$ cat config.mk
export PLATFORM = sky130hd
export DESIGN_NAME = tso_wbuf
export DESIGN_NICKNAME = d
export VERILOG_FILES = /design/src/rtl/sb_pkg.sv /design/src/rtl/sb_queue.sv /design/src/rtl/sb_memport.sv /design/src/rtl/tso_wbuf.sv
export SDC_FILE = /design/constraint.sdc
export NUM_CORES = 1
export LEC_CHECK = 0
export BUFFER_PORTS_ARGS = -buffer_cell sky130_fd_sc_hd__buf_2
export CAP_MARGIN = 20
export CELL_PAD_IN_SITES_DETAIL_PLACEMENT = 0
export CELL_PAD_IN_SITES_GLOBAL_PLACEMENT = 1
export CORE_ASPECT_RATIO = 1.2
export CORE_MARGIN = 10
export CORE_UTILIZATION = 41
export CTS_CLUSTER_SIZE = 20
export DETAILED_ROUTE_END_ITERATION = 8
export HOLD_SLACK_MARGIN = 0.08
export PLACE_DENSITY_LB_ADDON = 0.1
export SLEW_MARGIN = 20
export SYNTH_ARGS = -nofsm -noshare
export SYNTH_HDL_FRONTEND = slang
export SYNTH_SLANG_ARGS = --single-unit
export TNS_END_PERCENT = 5
$ cat constraint.sdc
create_clock -name clk -period 2.7 [get_ports clk]
set_input_delay 0.27 -clock clk [delete_from_list [all_inputs] [get_ports clk]]
set_output_delay 0.27 -clock clk [all_outputs]
set_load 0.02 [all_outputs]
$ cat src/rtl/sb_pkg.sv
package sb_pkg;
    typedef enum logic [1:0] {
        OP_LOAD  = 2'd0,
        OP_STORE = 2'd1,
        OP_FENCE = 2'd2,
        OP_NOP   = 2'd3
    } sb_op_e;

    typedef enum logic {
        CS_IDLE   = 1'b0,
        CS_LDWAIT = 1'b1
    } ctl_state_e;
endpackage

$ cat src/rtl/sb_queue.sv
module sb_queue #(
    parameter int DEPTH = 4,
    parameter int AW    = 8,
    parameter int DW    = 16,
    localparam int CW   = $clog2(DEPTH + 1)
) (
    input  logic          clk,
    input  logic          rst_n,
    input  logic          push_i,
    input  logic [AW-1:0] push_addr_i,
    input  logic [DW-1:0] push_data_i,
    input  logic          pop_i,
    output logic [AW-1:0] head_addr_o,
    output logic [DW-1:0] head_data_o,
    input  logic [AW-1:0] look_addr_i,
    output logic          hit_o,
    output logic [DW-1:0] hit_data_o,
    output logic [CW-1:0] count_o,
    output logic          full_o,
    output logic          empty_o
);
    localparam int PW = (DEPTH > 1) ? $clog2(DEPTH) : 1;

    typedef struct packed {
        logic [DEPTH-1:0][AW-1:0] addr;
        logic [DEPTH-1:0][DW-1:0] data;
        logic [PW-1:0]            head;
        logic [PW-1:0]            tail;
        logic [CW-1:0]            count;
    } q_t;

    q_t q, d;

    function automatic logic [PW-1:0] nxt(input logic [PW-1:0] p);
        return (p == PW'(DEPTH - 1)) ? '0 : p + PW'(1);
    endfunction

    always_comb begin
        d = q;
        if (push_i) begin
            d.addr[q.tail] = push_addr_i;
            d.data[q.tail] = push_data_i;
            d.tail         = nxt(q.tail);
        end
        if (pop_i) d.head = nxt(q.head);
        d.count = q.count + CW'(push_i) - CW'(pop_i);
    end

    // age-ordered search: later (younger) matches override earlier ones
    always_comb begin
        int s;
        hit_o      = 1'b0;
        hit_data_o = '0;
        for (int i = 0; i < DEPTH; i++) begin
            s = int'(q.head) + i;
            if (s >= DEPTH) s = s - DEPTH;
            if ((CW'(i) < q.count) && (q.addr[PW'(s)] == look_addr_i)) begin
                hit_o      = 1'b1;
                hit_data_o = q.data[PW'(s)];
            end
        end
    end

    always_ff @(posedge clk) begin
        if (!rst_n) begin
            q.head  <= '0;
            q.tail  <= '0;
            q.count <= '0;
            q.addr  <= '0;
            q.data  <= '0;
        end else begin
            q <= d;
        end
    end

    assign head_addr_o = q.addr[q.head];
    assign head_data_o = q.data[q.head];
    assign count_o     = q.count;
    assign full_o      = (q.count == CW'(DEPTH));
    assign empty_o     = (q.count == '0);


    no_overflow_chk: assert property (@(posedge clk) disable iff (!rst_n)
        push_i |-> !full_o);

    no_underflow_chk: assert property (@(posedge clk) disable iff (!rst_n)
        pop_i |-> !empty_o);
endmodule

$ cat src/rtl/sb_memport.sv
module sb_memport #(
    parameter int AW = 8,
    parameter int DW = 16
) (
    input  logic          clk,
    input  logic          rst_n,
    input  logic          ld_req_i,
    input  logic [AW-1:0] ld_addr_i,
    input  logic          st_req_i,
    input  logic [AW-1:0] st_addr_i,
    input  logic [DW-1:0] st_data_i,
    output logic          wr_done_o,
    output logic          rd_done_o,
    output logic [DW-1:0] rd_data_o,
    output logic          mem_req_valid_o,
    output logic          mem_req_write_o,
    output logic [AW-1:0] mem_req_addr_o,
    output logic [DW-1:0] mem_req_wdata_o,
    input  logic          mem_ack_i,
    input  logic [DW-1:0] mem_rdata_i
);
    typedef struct packed {
        logic          busy;
        logic          write;
        logic [AW-1:0] addr;
        logic [DW-1:0] wdata;
    } mp_t;

    mp_t q, d;

    always_comb begin
        d         = q;
        wr_done_o = q.busy && mem_ack_i && q.write;
        rd_done_o = q.busy && mem_ack_i && !q.write;
        rd_data_o = mem_rdata_i;
        if (q.busy) begin
            if (mem_ack_i) d.busy = 1'b0;
        end else if (ld_req_i) begin
            d.busy  = 1'b1;
            d.write = 1'b0;
            d.addr  = ld_addr_i;
        end else if (st_req_i) begin
            d.busy  = 1'b1;
            d.write = 1'b1;
            d.addr  = st_addr_i;
            d.wdata = st_data_i;
        end
    end

    always_ff @(posedge clk) begin
        if (!rst_n) q <= '0;
        else        q <= d;
    end

    assign mem_req_valid_o = q.busy;
    assign mem_req_write_o = q.write;
    assign mem_req_addr_o  = q.addr;
    assign mem_req_wdata_o = q.wdata;


    one_outstanding_chk: assert property (@(posedge clk) disable iff (!rst_n)
        (mem_req_valid_o && !mem_ack_i) |=>
            (mem_req_valid_o && $stable(mem_req_addr_o) && $stable(mem_req_write_o)));

    load_first_chk: assert property (@(posedge clk) disable iff (!rst_n)
        (!mem_req_valid_o && ld_req_i) |=> (mem_req_valid_o && !mem_req_write_o));
endmodule

$ cat src/rtl/tso_wbuf.sv
module tso_wbuf #(
    parameter int DEPTH = 4,
    parameter int AW    = 8,
    parameter int DW    = 16,
    localparam int CW   = $clog2(DEPTH + 1)
) (
    input  logic          clk,
    input  logic          rst_n,
    input  logic          mode_sc,
    input  logic          core_req_valid,
    output logic          core_req_ready,
    input  logic [1:0]    core_req_op,
    input  logic [AW-1:0] core_req_addr,
    input  logic [DW-1:0] core_req_wdata,
    output logic          core_rsp_valid,
    output logic [DW-1:0] core_rsp_data,
    output logic          mem_req_valid,
    output logic          mem_req_write,
    output logic [AW-1:0] mem_req_addr,
    output logic [DW-1:0] mem_req_wdata,
    input  logic          mem_ack,
    input  logic [DW-1:0] mem_rdata,
    output logic          buf_empty,
    output logic [CW-1:0] buf_count
);
    import sb_pkg::*;

    typedef struct packed {
        ctl_state_e    st;
        logic [AW-1:0] ld_addr;
        logic          rsp_valid;
        logic [DW-1:0] rsp_data;
        logic          mode_sc;
    } ctl_t;

    ctl_t q, d;

    logic          push, full, empty, hit;
    logic [DW-1:0] hit_data, head_data, rd_data;
    logic [AW-1:0] head_addr;
    logic          wr_done, rd_done, ld_req, accept;
    logic          is_load, is_store, is_fence;

    sb_queue #(.DEPTH(DEPTH), .AW(AW), .DW(DW)) queue_i (
        .clk(clk), .rst_n(rst_n),
        .push_i(push), .push_addr_i(core_req_addr), .push_data_i(core_req_wdata),
        .pop_i(wr_done),
        .head_addr_o(head_addr), .head_data_o(head_data),
        .look_addr_i(core_req_addr), .hit_o(hit), .hit_data_o(hit_data),
        .count_o(buf_count), .full_o(full), .empty_o(empty)
    );

    sb_memport #(.AW(AW), .DW(DW)) memport_i (
        .clk(clk), .rst_n(rst_n),
        .ld_req_i(ld_req), .ld_addr_i(q.ld_addr),
        .st_req_i(!empty), .st_addr_i(head_addr), .st_data_i(head_data),
        .wr_done_o(wr_done), .rd_done_o(rd_done), .rd_data_o(rd_data),
        .mem_req_valid_o(mem_req_valid), .mem_req_write_o(mem_req_write),
        .mem_req_addr_o(mem_req_addr), .mem_req_wdata_o(mem_req_wdata),
        .mem_ack_i(mem_ack), .mem_rdata_i(mem_rdata)
    );

    always_comb begin
        is_load  = (core_req_op == OP_LOAD);
        is_store = (core_req_op == OP_STORE);
        is_fence = (core_req_op == OP_FENCE);

        core_req_ready = (q.st == CS_IDLE) &&
                         (is_store ? !full : (is_fence ? empty : 1'b1));
        accept = core_req_valid && core_req_ready;
        push   = accept && is_store;
        ld_req = (q.st == CS_LDWAIT) && (!q.mode_sc || empty);

        d           = q;
        d.rsp_valid = 1'b0;
        if (accept && is_load) begin
            if (hit) begin
                d.rsp_valid = 1'b1;
                d.rsp_data  = hit_data;
            end else begin
                d.st      = CS_LDWAIT;
                d.ld_addr = core_req_addr;
            end
        end
        if ((q.st == CS_LDWAIT) && rd_done) begin
            d.st        = CS_IDLE;
            d.rsp_valid = 1'b1;
            d.rsp_data  = rd_data;
        end
        if (empty) d.mode_sc = mode_sc;
    end

    always_ff @(posedge clk) begin
        if (!rst_n) begin
            q.st        <= CS_IDLE;
            q.ld_addr   <= '0;
            q.rsp_valid <= 1'b0;
            q.rsp_data  <= '0;
            q.mode_sc   <= 1'b0;
        end else begin
            q <= d;
        end
    end

    assign core_rsp_valid = q.rsp_valid;
    assign core_rsp_data  = q.rsp_data;
    assign buf_empty      = empty;


    store_count_chk: assert property (@(posedge clk) disable iff (!rst_n)
        (push && !wr_done) |=> (buf_count == $past(buf_count) + CW'(1)));

    sc_order_chk: assert property (@(posedge clk) disable iff (!rst_n)
        ($rose(mem_req_valid) && !mem_req_write && q.mode_sc) |-> buf_empty);

    fence_drain_chk: assert property (@(posedge clk) disable iff (!rst_n)
        (core_req_valid && is_fence && core_req_ready) |-> (buf_empty && !mem_req_valid));

    fwd_no_read_chk: assert property (@(posedge clk) disable iff (!rst_n)
        (accept && is_load && hit) |=> (core_rsp_valid && (q.st == CS_IDLE)));
endmodule

==> flow_metrics.tcl <==
set metrics [dict create \
    cp-start-kind "register" \
    place.gp.congestion 0.829 \
    syn_avg_cell_area_um2 8.41 \
    via_per_inst 5.51 \
    dieArea_um2 29100 \
    reg2reg_depth 11 \
    fillers 2198 \
    clkTransAtPathRegs_ns 0.07 \
    detail-route-antenna-nets 0 \
    critPathKind "register to register" \
    required_ns 3.06 \
    worst_hold_slack_ns 0.100 \
    wire_per_inst_um 19.3 \
    power_leakage_nw 4.05 \
    path_cells "buf_12 > buf_4 > mux4_2 > xor2_1 > a21oi_1 > nand3_1 > nor4_4 > buf_4 > nand3_1 > a311o_1 > a211oi_2" \
    rsz0062_at_grt "true" \
    n_antenna_cell 0 \
    dp_hpwl_mm 19.6 \
    grt_max_degree 139 \
    cap_violations 0 \
    seq_area_frac_synth_pct 33.7 \
    insertion_delay_ns 0.44 \
    synth-edff-count 0 \
    hold_violations 0 \
    max-slew-margin-rel_pct 51.5 \
    nNetsFinal 1271 \
    violations "setup timing" \
    num_rows 60 \
    cts_root_buf "clkbuf_16" \
    setup_slack_ns -0.224 \
    cts_buffer_depth 2 \
    synth-compound-area-share_pct 14.7 \
    cts_inserted_buffers 17 \
    ys_types 63 \
    cp.arrival_ns 3.29 \
    power_density_nw_per_um2 480 \
    fp.dieW_um 157 \
    yosys-mux-area-fraction_pct 19.9 \
    skew_ns 0.0119 \
    synth_xor_area_share_pct 2.91 \
    worst_path_max_delay_cell "mux4_2" \
    maxSlewViolCount 0 \
    fmax_mhz 342 \
    syn2layout_area_growth_pct 23.2 \
    tightest_slew_ns 0.726 \
    endpoint "core_rsp_data[0]" \
    outcome "complete, but fails checks" \
    htree_levels 4 \
    drc 0 \
    synth_fa_ha_area_share_pct 1.43 \
    clock_sinks 156 \
    period_minus_slack_ns 2.92 \
    io_pins 95 \
    coreArea_um2 22400 \
    synthSimpleGateAreaFrac_pct 20.5 \
    setup_tns_ns -3.62 \
    grt-ovfl-total 0 \
    pre_cts_slack_ns -0.393 \
    max_stage_delay_ns 0.54 \
    vdd_drop_max_v 0.000470 \
    cts_tree "built" \
    fin_cells 1506 \
    netlist_area_um2 9280 \
    r2r-start "queue_i.q[5]" \
    final_layout_size_suffix_gt1_share_pct 28.6 \
    synth_warnings 0 \
    grt_pass1_wl_mm 46.1 \
    hold_class "input pin to register" \
    reg2reg_to "core_rsp_data[0]" \
    endpoint_kind "register" \
    synth-seq-cells 156 \
    drtIter0Drc 616 \
    die_h_um 185 \
    total_power_mw 5.49 \
    start_util_pct 41.5 \
    grt_antenna_before_repair 0 \
    first_global_vias 7912 \
    r2r_slack_ns -0.22 \
    period_share_pct 108 \
    synthFlopType "dfxtp_1" \
    synth_top_family_by_area "simple AND/OR/NAND/NOR gates" \
    synth_cells 1103 \
    vias 8291 \
    drt_pass1_iterations 5 \
    setup_viol_count_final 25 \
    synth_nets 1160 \
    grt_use_total_pct 20.1 \
    startpoint "queue_i.q[5]" \
    worstPathMaxFanout 12 \
    synthArstFlopShare_pct 0 \
    place.port_buffers 94 \
    dp.cells 1446 \
    routed_wl_mm 29.1 \
]
[placed cells by master (no fill, tap or decap), types with 5 or more instances in the layout]
| cell | synthesis | routed |
|---|---|---|
| buf_2 | 16 | 94 |
| nand2_1 | 278 | 278 |
| clkbuf_16 | 0 | 17 |
| xor2_1 | 10 | 10 |
| o21ai_1 | 1 | 8 |
| o211ai_1 | 7 | 7 |
| buf_4 | 21 | 75 |
| mux4_2 | 45 | 45 |
| mux2_2 | 24 | 24 |
| buf_6 | 5 | 7 |
| buf_12 | 1 | 11 |
| o31ai_2 | 0 | 13 |
| inv_6 | 0 | 5 |
| mux2i_1 | 54 | 46 |
| and2_1 | 8 | 8 |
| and3_1 | 15 | 15 |
| o211ai_2 | 10 | 10 |
| nor3b_1 | 5 | 5 |
| ha_1 | 9 | 8 |
| nand3_1 | 16 | 16 |
| nand2b_1 | 6 | 6 |
| nor2_1 | 47 | 45 |
| dfxtp_1 | 156 | 154 |
| nand4_1 | 14 | 14 |
| dlygate4sd3_1 | 0 | 14 |
| inv_1 | 12 | 11 |
| a21oi_1 | 145 | 144 |
| nor3_1 | 20 | 19 |
| mux2i_2 | 0 | 6 |
| xnor2_1 | 19 | 18 |
| o21ai_0 | 25 | 17 |
[state kept, by name (all words and copies together) (netlist names), 3 cells and up]
signal,cells
queue_i.q,100
core_rsp_data,16
memport_i.mem_req_wdata_o,16
q,10
memport_i.mem_req_addr_o,8
queue_i.count_o,3
[worst max-delay path, delay by kind of cell, from the launching register on]
| family | cells | cell delay, ns |
|---|---|---|
| AO/OA/AOI/OAI | 3 | 0.72 |
| XOR/XNOR | 1 | 0.16 |
| buffers and inverters | 3 | 0.48 |
| flip-flops | 1 | 0.39 |
| multiplexers | 1 | 0.54 |
| AND/OR/NAND/NOR | 3 | 0.55 |
[cell type report]
class                   instances  area, µm²  area share (%)
multi-input cells             822       5740            50.2
flip-flops and latches        156       3130            27.4
repair buffers                205       1590            13.9
clock buffers                  19        453            3.96
well taps                     279        349            3.05
clock inverters                13        129            1.13
inverters                      12       47.5           0.416
[repair_timing]
item	4_1_cts	5_1_grt
cloned	4	0
hold buffers	14	0
endpoints found under the setup margin	26	26
hold endpoints to repair	14	0
setup buffers	4	6
pin swaps	17	12
resized for setup	34	15
[cells by family (layout without fill, tap and decap cells)]
logic type | after synthesis | count (layout)
mux | 124 | 124
buf+inv | 126 | 249
compound gates | 226 | 226
flops | 156 | 156
fa+ha+maj | 10 | 10
simple gates | 431 | 432
xor+xnor | 30 | 30
[cell usage after synthesis (2+ instances only)]
library cell | count | area, µm²
nand2_1 | 278 | 1040
dfxtp_1 | 156 | 3120
a21oi_1 | 145 | 726
clkbuf_1 | 63 | 236
mux2i_1 | 54 | 541
nor2_1 | 47 | 176
mux4_2 | 45 | 1010
o21ai_0 | 25 | 125
mux2_2 | 24 | 270
buf_4 | 21 | 158
nor3_1 | 20 | 100
xnor2_1 | 19 | 166
buf_2 | 16 | 80.1
nand3_1 | 16 | 80.1
and3_1 | 15 | 93.8
nand4_1 | 14 | 87.6
o31ai_1 | 13 | 97.6
inv_1 | 12 | 45.0
o211ai_2 | 10 | 125
xor2_1 | 10 | 87.6
ha_1 | 9 | 113
and2_1 | 8 | 50.1
buf_1 | 7 | 26.3
o211ai_1 | 7 | 52.6
nand2b_1 | 6 | 37.5
buf_6 | 5 | 56.3
nor3b_1 | 5 | 37.5
a211oi_1 | 4 | 30.0
a221oi_1 | 3 | 26.3
a222oi_1 | 3 | 30.0
o221ai_1 | 3 | 26.3
or2_2 | 3 | 18.8
or3_1 | 3 | 18.8
nand4b_1 | 2 | 17.5
nor4_1 | 2 | 12.5
nor4_4 | 2 | 42.5
o311a_1 | 2 | 20.0
[worst min-delay path by stage]
stage	startpoint	to	slack, ns	cells past startpoint
5_1_grt	core_req_wdata[6]	queue_i.q[29]	0.1	3
3_5_place_dp	memport_i.mem_req_wdata_o[3]	memport_i.mem_req_wdata_o[3]	0.45	2
4_1_cts	core_req_wdata[4]	queue_i.q[43]	0.09	3
2_1_floorplan	mem_rdata[10]	core_rsp_data[10]	0.39	2
3_3_place_gp	memport_i.mem_req_wdata_o[12]	memport_i.mem_req_wdata_o[12]	0.44	2
6_report	core_req_wdata[6]	queue_i.q[61]	0.10	3
[layer usage]
layer / vias to the layer above / global-route usage, % / part of all wire, %
met1: 3932 / 29.7 / 49
met4: 0 / 4.31 / 0.96
met5: - / 0 / 0
met2: 247 / 29.7 / 43
met3: 23 / 3.76 / 6.3
li1: 4089 / - / -
[where the power goes]
part | switching (mW) | leakage (nW) | internal (mW) | total, mW
Combinational | 0.422 | 2.51 | 0.261 | 0.683
Clock | 1.07 | 0.281 | 1.34 | 2.41
Sequential | 0.0472 | 1.26 | 2.35 | 2.39
Total | 1.54 | 4.05 | 3.95 | 5.49
[stage by stage]
step | utilization (%) | cell area [µm²]
5_1_grt | 51.1 | 11400
3_3_place_gp | 46.1 | 10300
3_5_place_dp | 46.1 | 10300
2_1_floorplan | - | 9330
4_1_cts | 50.6 | 11300
6_report | 51.1 | 11400
Note: power is estimated with default switching activity, not from simulation.
